<file path="config.mk">
export PLATFORM = sky130hd
export DESIGN_NAME = topn_dual_sorter
export DESIGN_NICKNAME = d
export VERILOG_FILES = /design/src/rtl/sort_pkg.sv /design/src/rtl/topn_insert_stage.sv /design/src/rtl/topn_dual_sorter.sv
export SDC_FILE = /design/constraint.sdc
export NUM_CORES = 1
export LEC_CHECK = 0
export ABC_AREA = 1
export BUFFER_PORTS_ARGS = -buffer_cell sky130_fd_sc_hd__buf_2
export CAP_MARGIN = 20
export CORE_AREA = 2 2 187 189
export DETAILED_ROUTE_END_ITERATION = 16
export DIE_AREA = 0 0 189 191
export HOLD_SLACK_MARGIN = 0.08
export PLACE_DENSITY = 0.9
export SLEW_MARGIN = 5
export SYNTH_ARGS = -nofsm -noshare
export SYNTH_HDL_FRONTEND = slang
export SYNTH_SLANG_ARGS = --single-unit
</file>
<file path="constraint.sdc">
create_clock -name clk_i -period 5.9 [get_ports clk_i]
set_clock_uncertainty 0.2 [all_clocks]
set_input_delay 0.59 -clock clk_i [delete_from_list [all_inputs] [get_ports clk_i]]
set_output_delay 0.59 -clock clk_i [all_outputs]
set_load 0.02 [all_outputs]
</file>
<file path="src/rtl/sort_pkg.sv">
package sort_pkg;
    parameter int METRIC_W  = 16;
    parameter int IDX_W     = 4;
    parameter int DEPTH_DEF = 8;

    typedef struct packed {
        logic [METRIC_W-1:0] metric;
        logic [IDX_W-1:0]    idx;
    } entry_t;

    localparam entry_t ENTRY_EMPTY = '{metric: '0, idx: '0};
endpackage

</file>
<file path="src/rtl/topn_insert_stage.sv">
module topn_insert_stage
    import sort_pkg::*;
#(
    parameter int DEPTH = DEPTH_DEF
) (
    input  entry_t [DEPTH-1:0] list_i,
    input  entry_t             new_i,
    input  logic               en_i,
    output entry_t [DEPTH-1:0] list_o
);
    // above[k]: the new entry ranks strictly above slot k (ties stay below)
    logic [DEPTH-1:0] above;

    for (genvar k = 0; k < DEPTH; k++) begin : g_slot
        assign above[k] = en_i && (new_i.metric > list_i[k].metric);
        if (k == 0) begin : g_top
            assign list_o[k] = above[k] ? new_i : list_i[k];
        end else begin : g_rest
            assign list_o[k] = !above[k]    ? list_i[k]   :
                               above[k-1]   ? list_i[k-1] : new_i;
        end
    end
endmodule

</file>
<file path="src/rtl/topn_dual_sorter.sv">
module topn_dual_sorter
    import sort_pkg::*;
#(
    parameter int DEPTH = DEPTH_DEF,
    parameter int MW    = METRIC_W,
    parameter int IW    = IDX_W
) (
    input  logic                clk_i,
    input  logic                rst_ni,
    input  logic                start_i,
    input  logic                valid_i,
    input  logic                last_i,
    input  logic [MW-1:0]       metric0_i,
    input  logic [IW-1:0]       idx0_i,
    input  logic [MW-1:0]       metric1_i,
    input  logic [IW-1:0]       idx1_i,
    output logic [DEPTH*MW-1:0] rank_metric_o,
    output logic [DEPTH*IW-1:0] rank_idx_o,
    output logic                done_o
);
    typedef struct packed {
        entry_t [DEPTH-1:0] ent;
        logic               done;
    } state_t;

    state_t state_d, state_q;
    entry_t [DEPTH-1:0] after0, after1;
    entry_t in0, in1;
    logic   accept;

    assign in0    = '{metric: metric0_i, idx: idx0_i};
    assign in1    = '{metric: metric1_i, idx: idx1_i};
    assign accept = valid_i && !start_i && !state_q.done;

    // Pair 0 is merged first so that it counts as the earlier arrival.
    topn_insert_stage #(.DEPTH(DEPTH)) u_ins0 (
        .list_i (state_q.ent),
        .new_i  (in0),
        .en_i   (accept),
        .list_o (after0)
    );

    topn_insert_stage #(.DEPTH(DEPTH)) u_ins1 (
        .list_i (after0),
        .new_i  (in1),
        .en_i   (accept),
        .list_o (after1)
    );

    always_comb begin
        state_d = state_q;
        if (start_i) begin
            for (int k = 0; k < DEPTH; k++) state_d.ent[k] = ENTRY_EMPTY;
            state_d.done = 1'b0;
        end else if (accept) begin
            state_d.ent  = after1;
            state_d.done = last_i;
        end
    end

    always_ff @(posedge clk_i or negedge rst_ni) begin
        if (!rst_ni) begin
            for (int k = 0; k < DEPTH; k++) state_q.ent[k] <= ENTRY_EMPTY;
            state_q.done <= 1'b0;
        end else begin
            state_q <= state_d;
        end
    end

    for (genvar k = 0; k < DEPTH; k++) begin : g_out
        assign rank_metric_o[k*MW +: MW] = state_q.ent[k].metric;
        assign rank_idx_o[k*IW +: IW]    = state_q.ent[k].idx;
    end
    assign done_o = state_q.done;
endmodule

</file>
## Yosys cells after proc, flatten, opt, wreduce, memory -nomap -nowiden

Cells that the tools add are included.

- Bits in registers: 161
- Input port bits: 45
- Output and inout port bits: 161
- Word-level logic and storage cells: 88

- Magnitude comparators: 16
- Muxes and demuxes: 32
- Reductions and logical operators: 23

Operators with widths:

| operator | number |
|---|---|
| $mux W20 | 30 |
| $mux W161 | 2 |
| $gt A16 B16 Y1 | 16 |
| $logic_and A1 B1 Y1 | 18 |
| $reduce_bool A3 Y1 | 1 |
| $logic_not A1 Y1 | 2 |
| $reduce_and A2 Y1 | 1 |
| $reduce_bool A2 Y1 | 1 |

## Depth between registers and ports, before layout

Gate-level depths: netlist of the first run.

- Depth after elaboration: 12
- Mapped depth: 32

## By module

A second synthesis of the first run with hierarchy kept.

- Cell total of the unflattened synthesis: 3,646
- Area, all modules: 21,931.0 µm²

Modules (own cells, without submodules):

| module | instances | cells an instance | area an instance (µm²) | sequential area each (µm²) |
|---|---|---|---|---|
| topn_insert_stage at u_ins0 | 1 | 1,455 | 7,617.3 | 0.0 |
| topn_insert_stage at u_ins1 | 1 | 1,457 | 7,399.6 | 0.0 |
| topn_dual_sorter | 1 | 734 | 6,914.1 | 4,028.9 |

## Least setup slack after synthesis of the first run

No wires, ideal clock.

- Kind: input to register
- Start: input port metric0_i[0]
- End: register state_q, in the netlist rank_metric_o[53]
- Arrival time: 3.683 ns
- Setup slack: 1.901 ns
- Stages on the path: 27
- Path buffers: 3
- Cell sequence: clkbuf_1 inv_1 ha_1 inv_1 nand2_1 nand2_1 nand2_1 nand2_1 nand2_1 nand2_1 nand2_1 nand2_1 clkbuf_1 nand3_1 nand3_1 nand2_1 ha_1 nand2_1 nor4_1 nand2_1 nand2_1 nand3_1 inv_1 clkbuf_1 nand2_1 nand2_1 nand2_1

- Word-level cells in the longest chain between the ends: 10
- Elaborated cells between the ends (all ways): 18
- Those cells by class: 5 x order compare; 8 x mux; 5 x reduce/logical

RTL lines:

| element | line | source |
|---|---|---|
| from (decl) | topn_dual_sorter.sv:13 | `input logic [MW-1:0] metric0_i,` |
| $gt A16 B16 Y1 | topn_insert_stage.sv:15 | `assign above[k] = en_i && (new_i.metric > list_i[k].metric);` |
| $logic_and A1 B1 Y1 | topn_insert_stage.sv:15 |  |
| $mux W20 | topn_insert_stage.sv:20 | `above[k-1] ? list_i[k-1] : new_i;` |
| $mux W20 | topn_insert_stage.sv:19 | `assign list_o[k] = !above[k] ? list_i[k] :` |
| $gt A16 B16 Y1 | topn_insert_stage.sv:15 |  |
| $logic_and A1 B1 Y1 | topn_insert_stage.sv:15 |  |
| $mux W20 | topn_insert_stage.sv:20 |  |
| $mux W20 (*) | topn_insert_stage.sv:19 |  |
| $mux W161 (*) | topn_dual_sorter.sv:55 | `end else if (accept) begin` |
| $mux W161 (*) | topn_dual_sorter.sv:52 | `if (start_i) begin` |
| to (signal assigned) | topn_dual_sorter.sv:66 | `state_q <= state_d;` |
| to (decl) | topn_dual_sorter.sv:26 | `state_t state_d, state_q;` |

Every way passes the cells marked *; elsewhere a longest branch is shown, timed or not. The select of a mux whose other input is x is not followed.
A chain may end at the register's enable or synchronous reset.

## Worst setup path in the final report of the first run

- Start: register state_q, in the netlist rank_metric_o[63]
- End: register state_q, in the netlist rank_metric_o[68]

- Word-level cells in the longest chain between the ends: 9
- Elaborated cells between the ends (all ways): 13
- Those cells by class: 3 x order compare; 7 x mux; 3 x reduce/logical

RTL lines:

| element | line |
|---|---|
| $gt A16 B16 Y1 | topn_insert_stage.sv:15 |
| $logic_and A1 B1 Y1 | topn_insert_stage.sv:15 |
| $mux W20 (on tied branches) | topn_insert_stage.sv:19, topn_insert_stage.sv:20 |
| $gt A16 B16 Y1 / $mux W20 (equally long branches) | topn_insert_stage.sv:15, topn_insert_stage.sv:19 |
| $logic_and A1 B1 Y1 / $gt A16 B16 Y1 (equally long branches) | topn_insert_stage.sv:15 |
| $mux W20 / $logic_and A1 B1 Y1 (equally long branches) | topn_insert_stage.sv:20, topn_insert_stage.sv:15 |
| $mux W20 (*) | topn_insert_stage.sv:19 |
| $mux W161 (*) | topn_dual_sorter.sv:55 |
| $mux W161 (*) | topn_dual_sorter.sv:52 |

Marked as above.

==> qor.tcl, run 1 <==
set qor(status) {completed}
set qor(worstSkewPairLatency_ns) 0.47
set qor(netlist.area_leader.share_pct) 25.8
set qor(multi_input_area_um2) 13400
set qor(worstSetupPathType) {flop to flop}
set qor(num_rows) 68
set qor(finalCritPeriodShare_pct) 82.0
set qor(routed_wirelength_um) 64600
set qor(number_of_violations_reported_at_the_end_of_detailed_routing_iteration_0) 2683
set qor(crit_chain) {inv_1 > ha_1 > nand2_1 > nor2_1 > nand4_1 > nor2_1 > nor2_2 > nand2_1 > inv_2 > nand3_1 > nand2_1 > ha_1 > nand4_1 > nor3_1 > nand2_1 > nand2_1 > nand3_1 > inv_1 > nand2_1 > nand2_1 > nand2_1}
set qor(dp_hpwl_um) 49300
set qor(path_clk_slew_ns) 0.07
set qor(tritoncts) {done}
set qor(cell_chosen_for_the_clock_root) {sky130_fd_sc_hd__clkbuf_16}
set qor(overflow) 0
set qor(cts_htree_levels) 4
set qor(port_buffers) 205
set qor(register_area_um2) 4030
set qor(synth_edf_count) 0
set qor(grt_total_usage_pct) 35.8
set qor(power_per_cell_area_nw_per_um2) 252
set qor(timing_hold_violations_final) 0
set qor(initial_core_util_pct) 58.1
set qor(worst_path_most_repeated_cell) {sky130_fd_sc_hd__nand2_1}
set qor(power.share.sequential_pct) 28.0
set qor(comb_power_share_pct) 50.7
set qor(cts-resized-gates) 0
set qor(die_area_um2) 36100
set qor(grt_pass1_wl_um) 105000
set qor(post_synth.cell_area_avg_um2) 5.89
set qor(ys_dominant_reg_cell) {sky130_fd_sc_hd__dfrtp_1}
set qor(worst_ep_arrival_time_ns) 4.98
set qor(layout-area-overhead-vs-synth_pct) 8.92
set qor(async_flop_share_pct) 100
set qor(ys_top_cells_by_area) {sky130_fd_sc_hd__nand2_1 26%, sky130_fd_sc_hd__dfrtp_1 20%, sky130_fd_sc_hd__ha_1 16%}
set qor(post_drt_via_cell_ratio) 5.75
set qor(flop_to_flop_setup_slack_ns) 1.06
set qor(routabilityCongestion) 0.961
set qor(die_y_um) 191
set qor(drt.antenna.violating_nets) 0
set qor(achievable-frequency_mhz) 207
set qor(synthesis.nets) 3669
set qor(cts_hold_repair.buffers) 1
set qor(wl_per_cell_um) 16.4
set qor(fillers) 3243
set qor(timing.hold.worst.class) {input port to flop}
set qor(insertedDiodeCount) 0
set qor(syn_inst) 3368
set qor(yosys_register_bits) 161
set qor(pin_count_of_the_biggest_net_entering_global_routing) 102
set qor(setup.worst_path.end_class) {flop}
set qor(detail_route.first_pass.iterations) 6
set qor(worstPathBufferInverterCount) 3
set qor(core_box_area_um2) 34100
set qor(synth.largest_area_cell) {sky130_fd_sc_hd__nand2_1}
set qor(vias_in_the_first_global_route) 20952
set qor(number_of_buffers_created_by_cts) 17
set qor(grt_antenna_before_repair) 0
set qor(drv.max_cap_violation_count) 0
set qor(required_ns) 6.05
set qor(start_kind) {flop}
set qor(total_leakage_power_nw) 12.1
set qor(layout.cells.non_filler) 3939
set qor(sw_ratio_pct) 48.2
set qor(worst_pin_slew_ns) 0.962
set qor(power.internal_w) 0.00282
set qor(layout_min_cycle_time_ns) 4.84
set qor(drc_errors) 0
set qor(most_frequent_standard_cell_in_the_layout_excluding_fill_and_tap_cells) {sky130_fd_sc_hd__nand2_1}
set qor(num_vias) 22650
set qor(clock_path_buffers) 2
set qor(cp-startpoint) {rank_metric_o[63]$_DFFE_PN0P_}
set qor(synth_area_um2) 19800
set qor(path_max_fanout) 21
set qor(max-vdd-ir-drop_v) 0.000253
set qor(io_pins) 206
set qor(nets) 3773
set qor(rsz0062_at_grt) {false}
set qor(synth-seq-area-share_pct) 20.3
set qor(power.clock.fraction_pct) 21.3
set qor(worst_r2r_startpoint) {rank_metric_o[63]$_DFFE_PN0P_}
set qor(setup_total_negative_slack_ns) 0
set qor(launch_point_of_the_worst_hold_path) {last_i}
set qor(yosysWarnings) 0
set qor(timing.critical_path.slowest_stage_cell) {sky130_fd_sc_hd__inv_1}
set qor(placed_cells) 3907
set qor(switchingPower_w) 0.00262
set qor(family_with_the_most_delay_on_the_worst_path) {simple AND/OR/NAND/NOR gates}
set qor(netlist-cell-type-count) 38
set qor(post-cts-setup-buffer-count) 0
set qor(slew_headroom_pct) 35.7
set qor(share_of_post_route_cells_with_drive_strength_above_1_pct) 8.98
set qor(mostFrequentLayoutCells) {1,361 x sky130_fd_sc_hd__nand2_1, 519 x sky130_fd_sc_hd__nand3_1, 396 x sky130_fd_sc_hd__inv_1}
set qor(die_extent_in_x_um) 189
set qor(setup_viol) 0
set qor(final_max_slew_viol_count) 0
set qor(clock_sink_count) 161
set qor(max_stage_delay_ns) 0.55
[layer usage]
metal / vias up / wire, µm / global-route usage [%]
met2: 1310 / 29000 / 57.7
met4: 0 / 3250 / 19.1
li1: 10995 / - / -
met1: 10105 / 26400 / 47.3
met5: - / 0 / 0
met3: 240 / 5970 / 3.80
[path summary, 6_finish.rpt]
path,end,cells after the start
setup / recovery,rank_metric_o[68]$_DFFE_PN0P_,21
hold / removal,done_o$_DFFE_PN0P_,3
setup reg to reg,rank_metric_o[68]$_DFFE_PN0P_,21
hold reg to reg,rank_idx_o[4]$_DFFE_PN0P_,2
max in group asynchronous,rank_idx_o[1]$_DFFE_PN0P_,3
min in group asynchronous,rank_metric_o[80]$_DFFE_PN0P_,2
[power by group through the flow]
stage	Combinational, W	Clock (W)	Sequential (W)
6_report	0.00276	0.00115	0.00152
2_1_floorplan	0.00174	0	0.00167
3_5_place_dp	0.00269	0	0.00153
4_1_cts	0.00271	0.00116	0.00151
3_3_place_gp	0.00261	0	0.00154
5_1_grt	0.00311	0.00120	0.00154
[sequential cells by signal, summed over array words and instances (netlist names)]
signal         flops
rank_metric_o    128
rank_idx_o        32
done_o             1
[Yosys cell counts, types with 6 or more instances]
| library cell | instances |
|---|---|
| sky130_fd_sc_hd__buf_4 | 15 |
| sky130_fd_sc_hd__a21o_1 | 7 |
| sky130_fd_sc_hd__ha_1 | 256 |
| sky130_fd_sc_hd__nand3_1 | 519 |
| sky130_fd_sc_hd__nor3_1 | 24 |
| sky130_fd_sc_hd__nand2_1 | 1361 |
| sky130_fd_sc_hd__o21ai_0 | 42 |
| sky130_fd_sc_hd__a21oi_1 | 267 |
| sky130_fd_sc_hd__clkbuf_1 | 72 |
| sky130_fd_sc_hd__buf_2 | 73 |
| sky130_fd_sc_hd__buf_6 | 6 |
| sky130_fd_sc_hd__nand4_1 | 23 |
| sky130_fd_sc_hd__clkinv_1 | 8 |
| sky130_fd_sc_hd__dfrtp_1 | 161 |
| sky130_fd_sc_hd__o21a_1 | 9 |
| sky130_fd_sc_hd__nor2_1 | 89 |
| sky130_fd_sc_hd__inv_1 | 396 |
[logic make-up (layout without fill, tap and decap cells)]
family / Yosys count / in the layout / share of synthesized area [%]
buffers and inverters: 585 / 701 / 12.1
and+or+nand+nor: 2031 / 2031 / 42.5
AOI/OAI and AO/OA: 335 / 335 / 8.95
DFF: 161 / 161 / 20.3
adders and majority gates: 256 / 256 / 16.2
[through the flow]
stage	utilization [%]	power [W]	instance area [µm²]	setup WS [ns]	hold slack, ns
floorplan	-	0.00341	19800	1.90	0.0944
global placement	61.6	0.00415	21000	1.01	0.354
detailed placement	61.6	0.00422	21000	0.941	0.350
CTS	63.3	0.00538	21600	1.32	0.151
global route	63.3	0.00584	21600	0.834	0.196
finish	63.3	0.00543	21600	1.06	0.157
[layout make-up]
class,count,area share (%)
repair buffers,257,6.77
well taps,455,2.64
inverters,413,7.22
flip-flops and latches,161,18.7
clock buffers,23,2.31
clock inverters,8,0.365
multi-input cells,2622,62.1
[tightest hold or removal path, cell delays in order]
cell and delay [ns]:
sky130_fd_sc_hd__buf_2 0.09, sky130_fd_sc_hd__nand2_1 0.04, sky130_fd_sc_hd__a21oi_1 0.05
Power figures use the tool's default switching activity.
==> run 2: changes to the inputs <==
==> constraint.sdc (replaced) <==
create_clock -name clk_i -period 4.5 [get_ports clk_i]
set_clock_uncertainty 0.2 [all_clocks]
set_input_delay 0.45 -clock clk_i [delete_from_list [all_inputs] [get_ports clk_i]]
set_output_delay 0.45 -clock clk_i [all_outputs]
set_load 0.02 [all_outputs]
==> run 2 against run 1 <==
Net effect: global-route usage fell by 0.12 points; hold slack got worse by 0.075 ns; via count rose by 1.2%; power rose by 31%; flip-flop and latch count did not move; critical path depth rose by 3; utilization rose by 0.97 points; worst setup slack got worse by 0.83 ns; sequential power rose by 32%; combinational power rose by 33%; wire length barely moved; final area rose by 1.5%; critical path type unchanged; critical endpoint is now rank_metric_o[45]$_DFFE_PN0P_; largest cell class unchanged; largest power group unchanged.
==> qor.tcl, run 2 (synthesis results as in run 1) <==
set qor(max-vdd-ir-drop_v) 0.000305
set qor(detail_route.first_pass.iterations) 6
set qor(layout_min_cycle_time_ns) 4.27
set qor(worst_r2r_startpoint) {rank_metric_o[19]$_DFFE_PN0P_}
set qor(worstSkewPairLatency_ns) 0.45
set qor(holdPathEnd) {rank_idx_o[3]$_DFFE_PN0P_}
set qor(most_frequent_standard_cell_in_the_layout_excluding_fill_and_tap_cells) {sky130_fd_sc_hd__nand2_1}
set qor(routabilityCongestion) 0.958
set qor(status) {completed}
set qor(reg2reg_depth) 24
set qor(grt_antenna_before_repair) 1
set qor(drt.antenna.violating_nets) 0
set qor(layout-area-overhead-vs-synth_pct) 10.6
set qor(finalCritPeriodShare_pct) 94.9
set qor(detailed_place.area_um2) 21300
set qor(cts_htree_levels) 4
set qor(setup_viol) 0
set qor(io_pins) 206
set qor(wl_per_cell_um) 16.3
set qor(core_box_area_um2) 34100
set qor(launch_point_of_the_worst_hold_path) {idx1_i[3]}
set qor(total_leakage_power_nw) 12.3
set qor(cell_chosen_for_the_clock_root) {sky130_fd_sc_hd__clkbuf_16}
set qor(rsz0062_at_grt) {false}
set qor(pin_count_of_the_biggest_net_entering_global_routing) 117
set qor(flop_to_flop_setup_slack_ns) 0.23
set qor(worstSetupPathType) {flop to flop}
set qor(placed_cells) 3942
set qor(num_vias) 22916
set qor(initial_core_util_pct) 58.1
set qor(achievable-frequency_mhz) 234
set qor(path_max_fanout) 27
set qor(number_of_violations_reported_at_the_end_of_detailed_routing_iteration_0) 2678
set qor(timing.hold.worst.class) {input port to flop}
set qor(mostFrequentLayoutCells) {1,361 x sky130_fd_sc_hd__nand2_1, 519 x sky130_fd_sc_hd__nand3_1, 396 x sky130_fd_sc_hd__inv_1}
set qor(die_y_um) 191
set qor(fillers) 3099
set qor(die_area_um2) 36100
set qor(number_of_buffers_created_by_cts) 17
set qor(largest_reg_flops) 128
set qor(tritoncts) {done}
set qor(start_kind) {flop}
set qor(timing_hold_violations_final) 0
set qor(port_buffers) 205
set qor(grt_total_usage_pct) 35.7
set qor(setup_total_negative_slack_ns) 0
set qor(setup.worst_path.end_class) {flop}
set qor(post_drt_via_cell_ratio) 5.77
set qor(clock_path_buffers) 2
set qor(nets) 3810
set qor(path_clk_slew_ns) 0.07
set qor(grt_pass1_wl_um) 105000
set qor(drc_errors) 0
set qor(num_rows) 68
set qor(layout.cells.non_filler) 3974
set qor(hold-path-cell-count) 3
set qor(final_max_slew_viol_count) 0
set qor(slew_headroom_pct) 55.6
set qor(vias_in_the_first_global_route) 21219
set qor(dp_hpwl_um) 49700
set qor(drv.max_cap_violation_count) 0
set qor(reg2reg_to) {rank_metric_o[45]$_DFFE_PN0P_}
set qor(insertedDiodeCount) 0
set qor(post-route-cell-area_um2) 21900
set qor(required_ns) 4.63
set qor(share_of_post_route_cells_with_drive_strength_above_1_pct) 9.89
set qor(clock_sink_count) 161
set qor(overflow) 0
set qor(die_extent_in_x_um) 189
set qor(worst_pin_slew_ns) 0.667
set qor(routed_wirelength_um) 64600
set qor(power_per_cell_area_nw_per_um2) 325
set qor(worst_ep_arrival_time_ns) 4.40
-- run 2: final cells by class --
cell class / instances / area [µm²] / share of cell area (%)
Tap cell: 455 / 569 / 2.60
Clock buffer: 19 / 433 / 1.97
Timing Repair Buffer: 294 / 1800 / 8.20
Sequential cell: 161 / 4030 / 18.4
Clock inverter: 10 / 116 / 0.531
Multi-Input combinational cell: 2622 / 13400 / 61.2
Inverter: 413 / 1560 / 7.11
-- run 2: stage by stage --
step	setup slack [ns]	total power, W	utilization [%]	hold slack (ns)
final	0.231	0.00713	64.3	0.0821
after floorplan	0.641	0.00447	-	-0.0456
after detailed placement	0.189	0.00557	62.5	0.312
after CTS	0.348	0.00705	64.2	0.0809
after global placement	0.229	0.00547	62.5	0.310
after global routing	0.00394	0.00769	64.3	0.0992
-- run 2: power breakdown --
group / switching [W] / internal, W / leakage (nW)
registers: 0.000321 / 0.00168 / 2.16
logic: 0.00244 / 0.00123 / 9.88
clock network: 0.000665 / 0.000806 / 0.253
total: 0.00342 / 0.00371 / 12.3
-- run 2: worst max-delay path by stage --
stage / end / start / slack (ns)
after floorplan: rank_metric_o[53]$_DFFE_PN0P_ / metric0_i[0] / 0.64
after global placement: rank_metric_o[106]$_DFFE_PN0P_ / metric0_i[11] / 0.23
after detailed placement: rank_idx_o[8]$_DFFE_PN0P_ / metric0_i[15] / 0.19
after CTS: rank_metric_o[81]$_DFFE_PN0P_ / rank_metric_o[94]$_DFFE_PN0P_ / 0.35
after global routing: rank_metric_o[97]$_DFFE_PN0P_ / rank_metric_o[94]$_DFFE_PN0P_ / 0.004
final: rank_metric_o[45]$_DFFE_PN0P_ / rank_metric_o[19]$_DFFE_PN0P_ / 0.23
-- run 2: timing repair --
item	in CTS	in global routing
setup endpoints to repair	0	101
resized for setup	0	5
hold buffers	3	0
hold endpoints to repair	68	0
buffers inserted	0	0
-- run 2: per-layer routing --
layer	track usage, %	vias up	routed length [µm]
met1	46.2	10247	26100
met3	4.79	269	6100
li1	-	11080	-
met4	19.9	2	3740
met5	0	-	11
met2	57.5	1318	28700
-- run 2: critical path: stages (launching register included) --
cell,delay [ns]
sky130_fd_sc_hd__dfrtp_1,0.46
sky130_fd_sc_hd__inv_1,0.09
sky130_fd_sc_hd__ha_1,0.29
sky130_fd_sc_hd__nand2_1,0.05
sky130_fd_sc_hd__inv_1,0.06
sky130_fd_sc_hd__nand3_1,0.06
sky130_fd_sc_hd__nor3_1,0.40
sky130_fd_sc_hd__a21oi_2,0.12
sky130_fd_sc_hd__nand2_1,0.16
sky130_fd_sc_hd__buf_12,0.18
sky130_fd_sc_hd__clkinv_1,0.09
sky130_fd_sc_hd__buf_4,0.20
sky130_fd_sc_hd__nand2_1,0.10
sky130_fd_sc_hd__nand2_1,0.06
sky130_fd_sc_hd__ha_1,0.29
sky130_fd_sc_hd__nand2_1,0.06
sky130_fd_sc_hd__inv_1,0.10
sky130_fd_sc_hd__nand3_1,0.10
sky130_fd_sc_hd__nor3_1,0.20
sky130_fd_sc_hd__nand2_1,0.10
sky130_fd_sc_hd__a21oi_1,0.18
sky130_fd_sc_hd__buf_4,0.30
sky130_fd_sc_hd__nand3_1,0.12
sky130_fd_sc_hd__nand2_1,0.09
sky130_fd_sc_hd__nand2_1,0.06
